===== src/rtl/pllrc_pkg.sv =====
package pllrc_pkg;
  localparam int FREF_W    = 32;
  localparam int REFDIV_W  = 6;
  localparam int FBDIV_W   = 12;
  localparam int FRAC_W    = 24;
  localparam int POSTDIV_W = 3;

  typedef enum logic [2:0] {
    ST_IDLE,
    ST_REF,
    ST_VCO,
    ST_POST1,
    ST_POST2
  } calc_state_t;
endpackage


===== src/rtl/pllrc_divider.sv =====
module pllrc_divider #(
  parameter int NW = 45,
  parameter int DW = 6
) (
  input  logic          clk,
  input  logic          rst,
  input  logic          start,
  input  logic [NW-1:0] dividend,
  input  logic [DW-1:0] divisor,
  output logic          done,
  output logic [NW-1:0] quotient
);
  localparam int CW = $clog2(NW + 1);

  logic [NW-1:0] q_r;
  logic [DW-1:0] rem_r;
  logic [DW-1:0] dvs_r;
  logic [CW-1:0] cnt_r;
  logic          run_r;
  logic          done_r;

  logic [DW:0]   trial;
  logic          ge;
  logic [DW-1:0] nrem;

  always_comb begin
    trial = {rem_r, q_r[NW-1]};
    ge    = trial >= {1'b0, dvs_r};
    nrem  = ge ? DW'(trial - {1'b0, dvs_r}) : DW'(trial);
  end

  always_ff @(posedge clk) begin
    if (rst) begin
      q_r    <= '0;
      rem_r  <= '0;
      dvs_r  <= '0;
      cnt_r  <= '0;
      run_r  <= 1'b0;
      done_r <= 1'b0;
    end else begin
      done_r <= 1'b0;
      if (start && !run_r) begin
        q_r   <= dividend;
        rem_r <= '0;
        dvs_r <= divisor;
        cnt_r <= CW'(NW);
        run_r <= 1'b1;
      end else if (run_r) begin
        rem_r <= nrem;
        q_r   <= {q_r[NW-2:0], ge};
        cnt_r <= cnt_r - 1'b1;
        if (cnt_r == CW'(1)) begin
          run_r  <= 1'b0;
          done_r <= 1'b1;
        end
      end
    end
  end

  assign done     = done_r;
  assign quotient = q_r;


  rem_below_divisor_chk: assert property (@(posedge clk) disable iff (rst)
    done_r |-> (rem_r < dvs_r));
endmodule


===== src/rtl/pllrc_vco.sv =====
module pllrc_vco #(
  parameter int FW = 32,
  parameter int BW = 12,
  parameter int RW = 24,
  parameter int VW = 45
) (
  input  logic          clk,
  input  logic          rst,
  input  logic          load,
  input  logic [FW-1:0] base,
  input  logic [BW-1:0] fbdiv,
  input  logic [FW-1:0] fref,
  input  logic [RW-1:0] frac,
  input  logic          int_mode,
  output logic [VW-1:0] vco
);
  localparam int PW = FW + RW;

  logic [PW-1:0] prod;
  logic [FW-1:0] frac_term;
  logic [VW-1:0] int_part;
  logic [VW-1:0] vco_r;

  always_comb begin
    prod      = PW'(fref) * PW'(frac);
    frac_term = FW'(prod >> RW);
    int_part  = VW'(base) * VW'(fbdiv);
  end

  always_ff @(posedge clk) begin
    if (rst) begin
      vco_r <= '0;
    end else if (load) begin
      vco_r <= int_mode ? int_part : int_part + VW'(frac_term);
    end
  end

  assign vco = vco_r;
endmodule


===== src/rtl/pll_rate_calc.sv =====
module pll_rate_calc
  import pllrc_pkg::*;
#(
  parameter int FW = FREF_W,
  parameter int RDW = REFDIV_W,
  parameter int BW = FBDIV_W,
  parameter int RW = FRAC_W,
  parameter int PDW = POSTDIV_W
) (
  input  logic           clk,
  input  logic           rst,
  input  logic           start_i,
  input  logic [FW-1:0]  fref_i,
  input  logic [RDW-1:0] refdiv_i,
  input  logic [BW-1:0]  fbdiv_i,
  input  logic [RW-1:0]  frac_i,
  input  logic [PDW-1:0] postdiv1_i,
  input  logic [PDW-1:0] postdiv2_i,
  input  logic           int_mode_i,
  output logic           busy_o,
  output logic           done_o,
  output logic           err_o,
  output logic [FW-1:0]  rate_o
);
  localparam int VW   = FW + BW + 1;
  localparam int DIVW = (RDW > PDW) ? RDW : PDW;

  calc_state_t state_r;

  logic [FW-1:0]  fref_q;
  logic [RDW-1:0] refdiv_q;
  logic [BW-1:0]  fbdiv_q;
  logic [RW-1:0]  frac_q;
  logic [PDW-1:0] pd1_q;
  logic [PDW-1:0] pd2_q;
  logic           int_q;

  logic [FW-1:0]  base_r;
  logic [VW-1:0]  stage_r;
  logic [FW-1:0]  rate_r;
  logic           done_r;
  logic           err_r;
  logic           kick_r;

  logic [VW-1:0]   div_num;
  logic [DIVW-1:0] div_den;
  logic            div_done;
  logic [VW-1:0]   div_quot;
  logic [VW-1:0]   vco;
  logic            any_zero_div;

  assign any_zero_div = (refdiv_i == '0) || (fbdiv_i == '0) ||
                        (postdiv1_i == '0) || (postdiv2_i == '0);

  always_comb begin
    div_num = VW'(fref_q);
    div_den = DIVW'(refdiv_q);
    case (state_r)
      ST_POST1: begin
        div_num = vco;
        div_den = DIVW'(pd1_q);
      end
      ST_POST2: begin
        div_num = stage_r;
        div_den = DIVW'(pd2_q);
      end
      default: ;
    endcase
  end

  pllrc_divider #(.NW(VW), .DW(DIVW)) u_div (
    .clk      (clk),
    .rst      (rst),
    .start    (kick_r),
    .dividend (div_num),
    .divisor  (div_den),
    .done     (div_done),
    .quotient (div_quot)
  );

  pllrc_vco #(.FW(FW), .BW(BW), .RW(RW), .VW(VW)) u_vco (
    .clk      (clk),
    .rst      (rst),
    .load     (state_r == ST_VCO),
    .base     (base_r),
    .fbdiv    (fbdiv_q),
    .fref     (fref_q),
    .frac     (frac_q),
    .int_mode (int_q),
    .vco      (vco)
  );

  always_ff @(posedge clk) begin
    if (rst) begin
      state_r  <= ST_IDLE;
      fref_q   <= '0;
      refdiv_q <= '0;
      fbdiv_q  <= '0;
      frac_q   <= '0;
      pd1_q    <= '0;
      pd2_q    <= '0;
      int_q    <= 1'b0;
      base_r   <= '0;
      stage_r  <= '0;
      rate_r   <= '0;
      done_r   <= 1'b0;
      err_r    <= 1'b0;
      kick_r   <= 1'b0;
    end else begin
      done_r <= 1'b0;
      kick_r <= 1'b0;
      case (state_r)
        ST_IDLE: begin
          if (start_i) begin
            fref_q   <= fref_i;
            refdiv_q <= refdiv_i;
            fbdiv_q  <= fbdiv_i;
            frac_q   <= frac_i;
            pd1_q    <= postdiv1_i;
            pd2_q    <= postdiv2_i;
            int_q    <= int_mode_i;
            if (any_zero_div) begin
              rate_r <= '0;
              err_r  <= 1'b1;
              done_r <= 1'b1;
            end else if (fref_i == '0) begin
              rate_r <= '0;
              err_r  <= 1'b0;
              done_r <= 1'b1;
            end else begin
              state_r <= ST_REF;
              kick_r  <= 1'b1;
            end
          end
        end
        ST_REF: begin
          if (div_done) begin
            base_r  <= div_quot[FW-1:0];
            state_r <= ST_VCO;
          end
        end
        ST_VCO: begin
          state_r <= ST_POST1;
          kick_r  <= 1'b1;
        end
        ST_POST1: begin
          if (div_done) begin
            stage_r <= div_quot;
            state_r <= ST_POST2;
            kick_r  <= 1'b1;
          end
        end
        ST_POST2: begin
          if (div_done) begin
            rate_r  <= div_quot[FW-1:0];
            err_r   <= 1'b0;
            done_r  <= 1'b1;
            state_r <= ST_IDLE;
          end
        end
        default: state_r <= ST_IDLE;
      endcase
    end
  end

  assign busy_o = (state_r != ST_IDLE);
  assign done_o = done_r;
  assign err_o  = err_r;
  assign rate_o = rate_r;


  done_single_cycle_chk: assert property (@(posedge clk) disable iff (rst)
    done_o |=> !done_o);


  zero_divider_err_chk: assert property (@(posedge clk) disable iff (rst)
    (start_i && !busy_o && any_zero_div) |=> (done_o && err_o && rate_o == '0));


  zero_ref_rate_chk: assert property (@(posedge clk) disable iff (rst)
    (start_i && !busy_o && !any_zero_div && fref_i == '0)
      |=> (done_o && !err_o && rate_o == '0));


  operands_held_chk: assert property (@(posedge clk) disable iff (rst)
    $past(busy_o) |-> ($stable(fref_q) && $stable(refdiv_q) && $stable(fbdiv_q) &&
                       $stable(frac_q) && $stable(pd1_q) && $stable(pd2_q) &&
                       $stable(int_q)));
endmodule


===== config.mk =====
export PLATFORM = sky130hd
export DESIGN_NAME = pll_rate_calc
export DESIGN_NICKNAME = d
export VERILOG_FILES = /design/src/rtl/pllrc_pkg.sv /design/src/rtl/pllrc_divider.sv /design/src/rtl/pllrc_vco.sv /design/src/rtl/pll_rate_calc.sv
export SDC_FILE = /design/constraint.sdc
export NUM_CORES = 2
export LEC_CHECK = 0
export ABC_AREA = 0
export BUFFER_PORTS_ARGS = -buffer_cell sky130_fd_sc_hd__buf_2
export CORE_ASPECT_RATIO = 0.7
export CORE_MARGIN = 10
export CORE_UTILIZATION = 55
export DETAILED_ROUTE_END_ITERATION = 6
export PLACE_DENSITY = 0.8
export SLEW_MARGIN = 0
export SYNTH_ARGS = -nofsm -noshare
export SYNTH_HDL_FRONTEND = slang
export SYNTH_SLANG_ARGS = --single-unit
export TNS_END_PERCENT = 50

===== constraint.sdc =====
create_clock -name clk -period 10.2 [get_ports clk]
set_input_delay 1.02 -clock clk [delete_from_list [all_inputs] [get_ports clk]]
set_output_delay 1.02 -clock clk [all_outputs]
set_load 0.03 [all_outputs]

==> qor.yml <==
status: "finished clean"
antenna_found_initial: 0
floorplan.initialDensity: 0.558
final_common_cell: "nand2_1"
synth_area_um2: 49300
avgRoutedWirePerCell_um: 19.6
overflow: 0
hp-class: "flop to flop"
clock_latency_ns: 0.59
p_sw_frac: 0.371
dp_hpwl_um: 109000
power.switching_uw: 1390
use_met2: 0.404
fin_util: 0.589
tightest_slew_ns: 1.32
slowest_stage: "dfxtp_1"
yosys_register_bits: 306
worst_slack_ns: 0.231
synth_edf_count: 0
die-width_um: 378
drv_slew: 0
gp_congestion: 0.943
syn-num-nets: 7172
grt.busiest_layer: "met2"
leakage_uw: 0.0246
port_buffers: 118
root_buffer: "clkbuf_16"
criticalPathCategory: "flop to flop"
rr_endpoint: "u_vco.vco[32]$_SDFFE_PP0P_"
slowest_delay_ns: 0.73
yosysWarnings: 0
dp_cells: 6864
yosysSeqAreaShare: 0.124
synth-compound-area-share: 0.0982
synth_xor_area_frac: 0.0195
finalHoldViolations: 0
yosys.area_share.simple: 0.184
cts_buffers: 34
fin_crit_ns: 9.97
grt_max_degree: 196
p_int_uw: 2360
period_share: 0.977
pre_cts_ws_ns: 0.0629
drv_cap: 0
cts.sink_count: 306
r2r_setup_slack_ns: 0.23
synth_flop_cell: "dfxtp_1"
fp.dieH_um: 271
core_um2: 88500
htreeDepth: 2
n_fill_cell: 7580
vias: 39700
crit_required_ns: 10.60
io_pins: 119
synth_cell_types: 88
cp-end-kind: "flop"
worstPathMaxFanout: 17
power_frac_comb: 0.305
hp-start: "pd1_q[1]$_SDFFE_PP0P_"
setup_viol: 0
dr.pass1.iters: 6
synth_fa_ha_area_frac: 0.465
wl_um: 136000
cp_common_cell: "fa_1"
instances_no_fill: 6925
drtIter0Drc: 4151
cts_tree: "built"
met1_usage: 0.394
fmax_mhz: 100
grt_util_met3: 0.0530
drive_above_1_share: 0.0613
rows: 91
final_cell_mix: "1154 x nand2_1, 1031 x inv_1, 959 x fa_1"
area_growth_pct: 5.62
hold_end: "pd1_q[1]$_SDFFE_PP0P_"
route.detailed.drc: 0
slew_headroom: 0.119
antenna_cells: 0
min_path_cells: 2
synth_mux_area_frac: 0.00185
dieArea_um2: 102000
ff2ff_path_depth: 38
r2r_start: "fref_q[7]$_SDFFE_PP0P_"
avgViaCountPerCell: 5.73
synthCells: 5829
grt_pass1_wl_um: 224000
async_reset_ff_frac: 0
ant_nets: 0
synth_top_family_by_area: "adder cells"
cp-start-kind: "flop"
grt_pass1_vias: 40900
clkPwrFrac: 0.341
cts_buffer_depth: 3
seqPwrFrac: 0.354
ir_worst_vdd_v: 0.000112
pwr_density_cell_nw_per_um2: 72.0
grt_usage: 0.269
cts.clk_slew.worst_paths_ns: 0.07
syn_area_per_cell_um2: 8.46
cp.arrival_ns: 10.37
fin_nets: 7083
fin_worst_skew_ns: 0.0536
-- flip-flops by register name, indices dropped and copies added (netlist names), 12 cells and up --
signal	flops
stage_r	45
u_div.quotient	45
u_vco.vco	45
base_r	32
fref_q	32
rate_o	32
frac_q	24
fbdiv_q	12
-- cells by family (layout without fill, tap and decap cells) --
| group | after synthesis | after routing |
|---|---|---|
| and+or+nand+nor | 1999 | 1999 |
| buffers and inverters | 1392 | 1326 |
| adders and majority gates | 1259 | 1259 |
| AOI/OAI and AO/OA | 754 | 754 |
| DFF | 306 | 306 |
| xor gates and xnor gates | 110 | 110 |
| muxes | 9 | 9 |
-- worst max-delay path by stage --
| stage | depth (start not counted) | slack, ns | startpoint | endpoint |
|---|---|---|---|---|
| final | 38 | 0.23 | fref_q[7]$_SDFFE_PP0P_ | u_vco.vco[32]$_SDFFE_PP0P_ |
| after global routing | 39 | -0.02 | fref_q[9]$_SDFFE_PP0P_ | u_vco.vco[38]$_SDFFE_PP0P_ |
| after CTS | 40 | 0.1 | frac_q[3]$_SDFFE_PP0P_ | u_vco.vco[34]$_SDFFE_PP0P_ |
| after detailed placement | 40 | 0.06 | fref_q[8]$_SDFFE_PP0P_ | u_vco.vco[34]$_SDFFE_PP0P_ |
| after global placement | 40 | 0.20 | fref_q[8]$_SDFFE_PP0P_ | u_vco.vco[34]$_SDFFE_PP0P_ |
| after floorplan | 39 | 1.38 | frac_q[3]$_SDFFE_PP0P_ | u_vco.vco[34]$_SDFFE_PP0P_ |
-- critical path: cells and delay by family (launching register included) --
kind / cells / cell delay, ns
flip-flops: 1 / 0.73
buffers and inverters: 8 / 0.89
XOR/XNOR: 2 / 0.35
AO/OA/AOI/OAI: 10 / 2.56
AND/OR/NAND/NOR: 9 / 1.14
adder cells (fa/ha/maj): 9 / 4.10
-- layer usage --
layer / share of wire / wire, um
met4: 0.030 / 4090
met2: 0.43 / 59100
met1: 0.43 / 57900
met3: 0.11 / 15100
met5: 0 / 0
-- cell usage after synthesis, types with 69 or more instances --
cell	n	share of area
xnor2_1	69	0.012
ha_1	300	0.076
a22oi_1	72	0.011
clkbuf_1	346	0.026
and2_1	443	0.056
dfxtp_1	306	0.12
nor2_1	219	0.017
fa_1	959	0.39
nand2_1	1155	0.088
o21ai_0	75	0.0076
a21oi_1	322	0.033
inv_1	1031	0.078
-- power by group through the flow --
stage	logic, uW	clock network, uW	registers (uW)
after detailed placement	1120	0	1350
after global routing	1270	1340	1330
after CTS	1130	1290	1320
after global placement	1080	0	1350
after floorplan	790	0	1290
final	1150	1280	1330
-- metrics by stage --
stage | hold slack, ns | area [um2] | setup TNS (ns) | power (uW)
5_1_grt | 0.476 | 52100 | -0.0423 | 3940
6_report | 0.454 | 52100 | 0 | 3750
3_3_place_gp | 0.440 | 50900 | 0 | 2430
4_1_cts | 0.455 | 52000 | 0 | 3740
3_5_place_dp | 0.447 | 50900 | 0 | 2460
2_1_floorplan | 0.428 | 49300 | 0 | 2080
-- what timing repair did --
item / in CTS / in global routing
endpoints found under the setup margin: 2 / 21
resized for setup: 2 / 16
buffers inserted: 0 / 2
endpoints found under the hold margin: 0 / 0
hold buffers: 0 / 0
pin swaps: 0 / 2
-- final cells by class --
cell class | instances | area, um2 | share of cell area
multi-input combinational | 4131 | 38000 | 0.730
sequential | 306 | 6140 | 0.118
inverter | 1031 | 3870 | 0.0743
timing repair buffer | 236 | 1530 | 0.0293
tap | 1162 | 1450 | 0.0279
clock buffer | 44 | 938 | 0.0180
clock inverter | 15 | 160 | 0.00307
(Power assumes the default switching activity.)
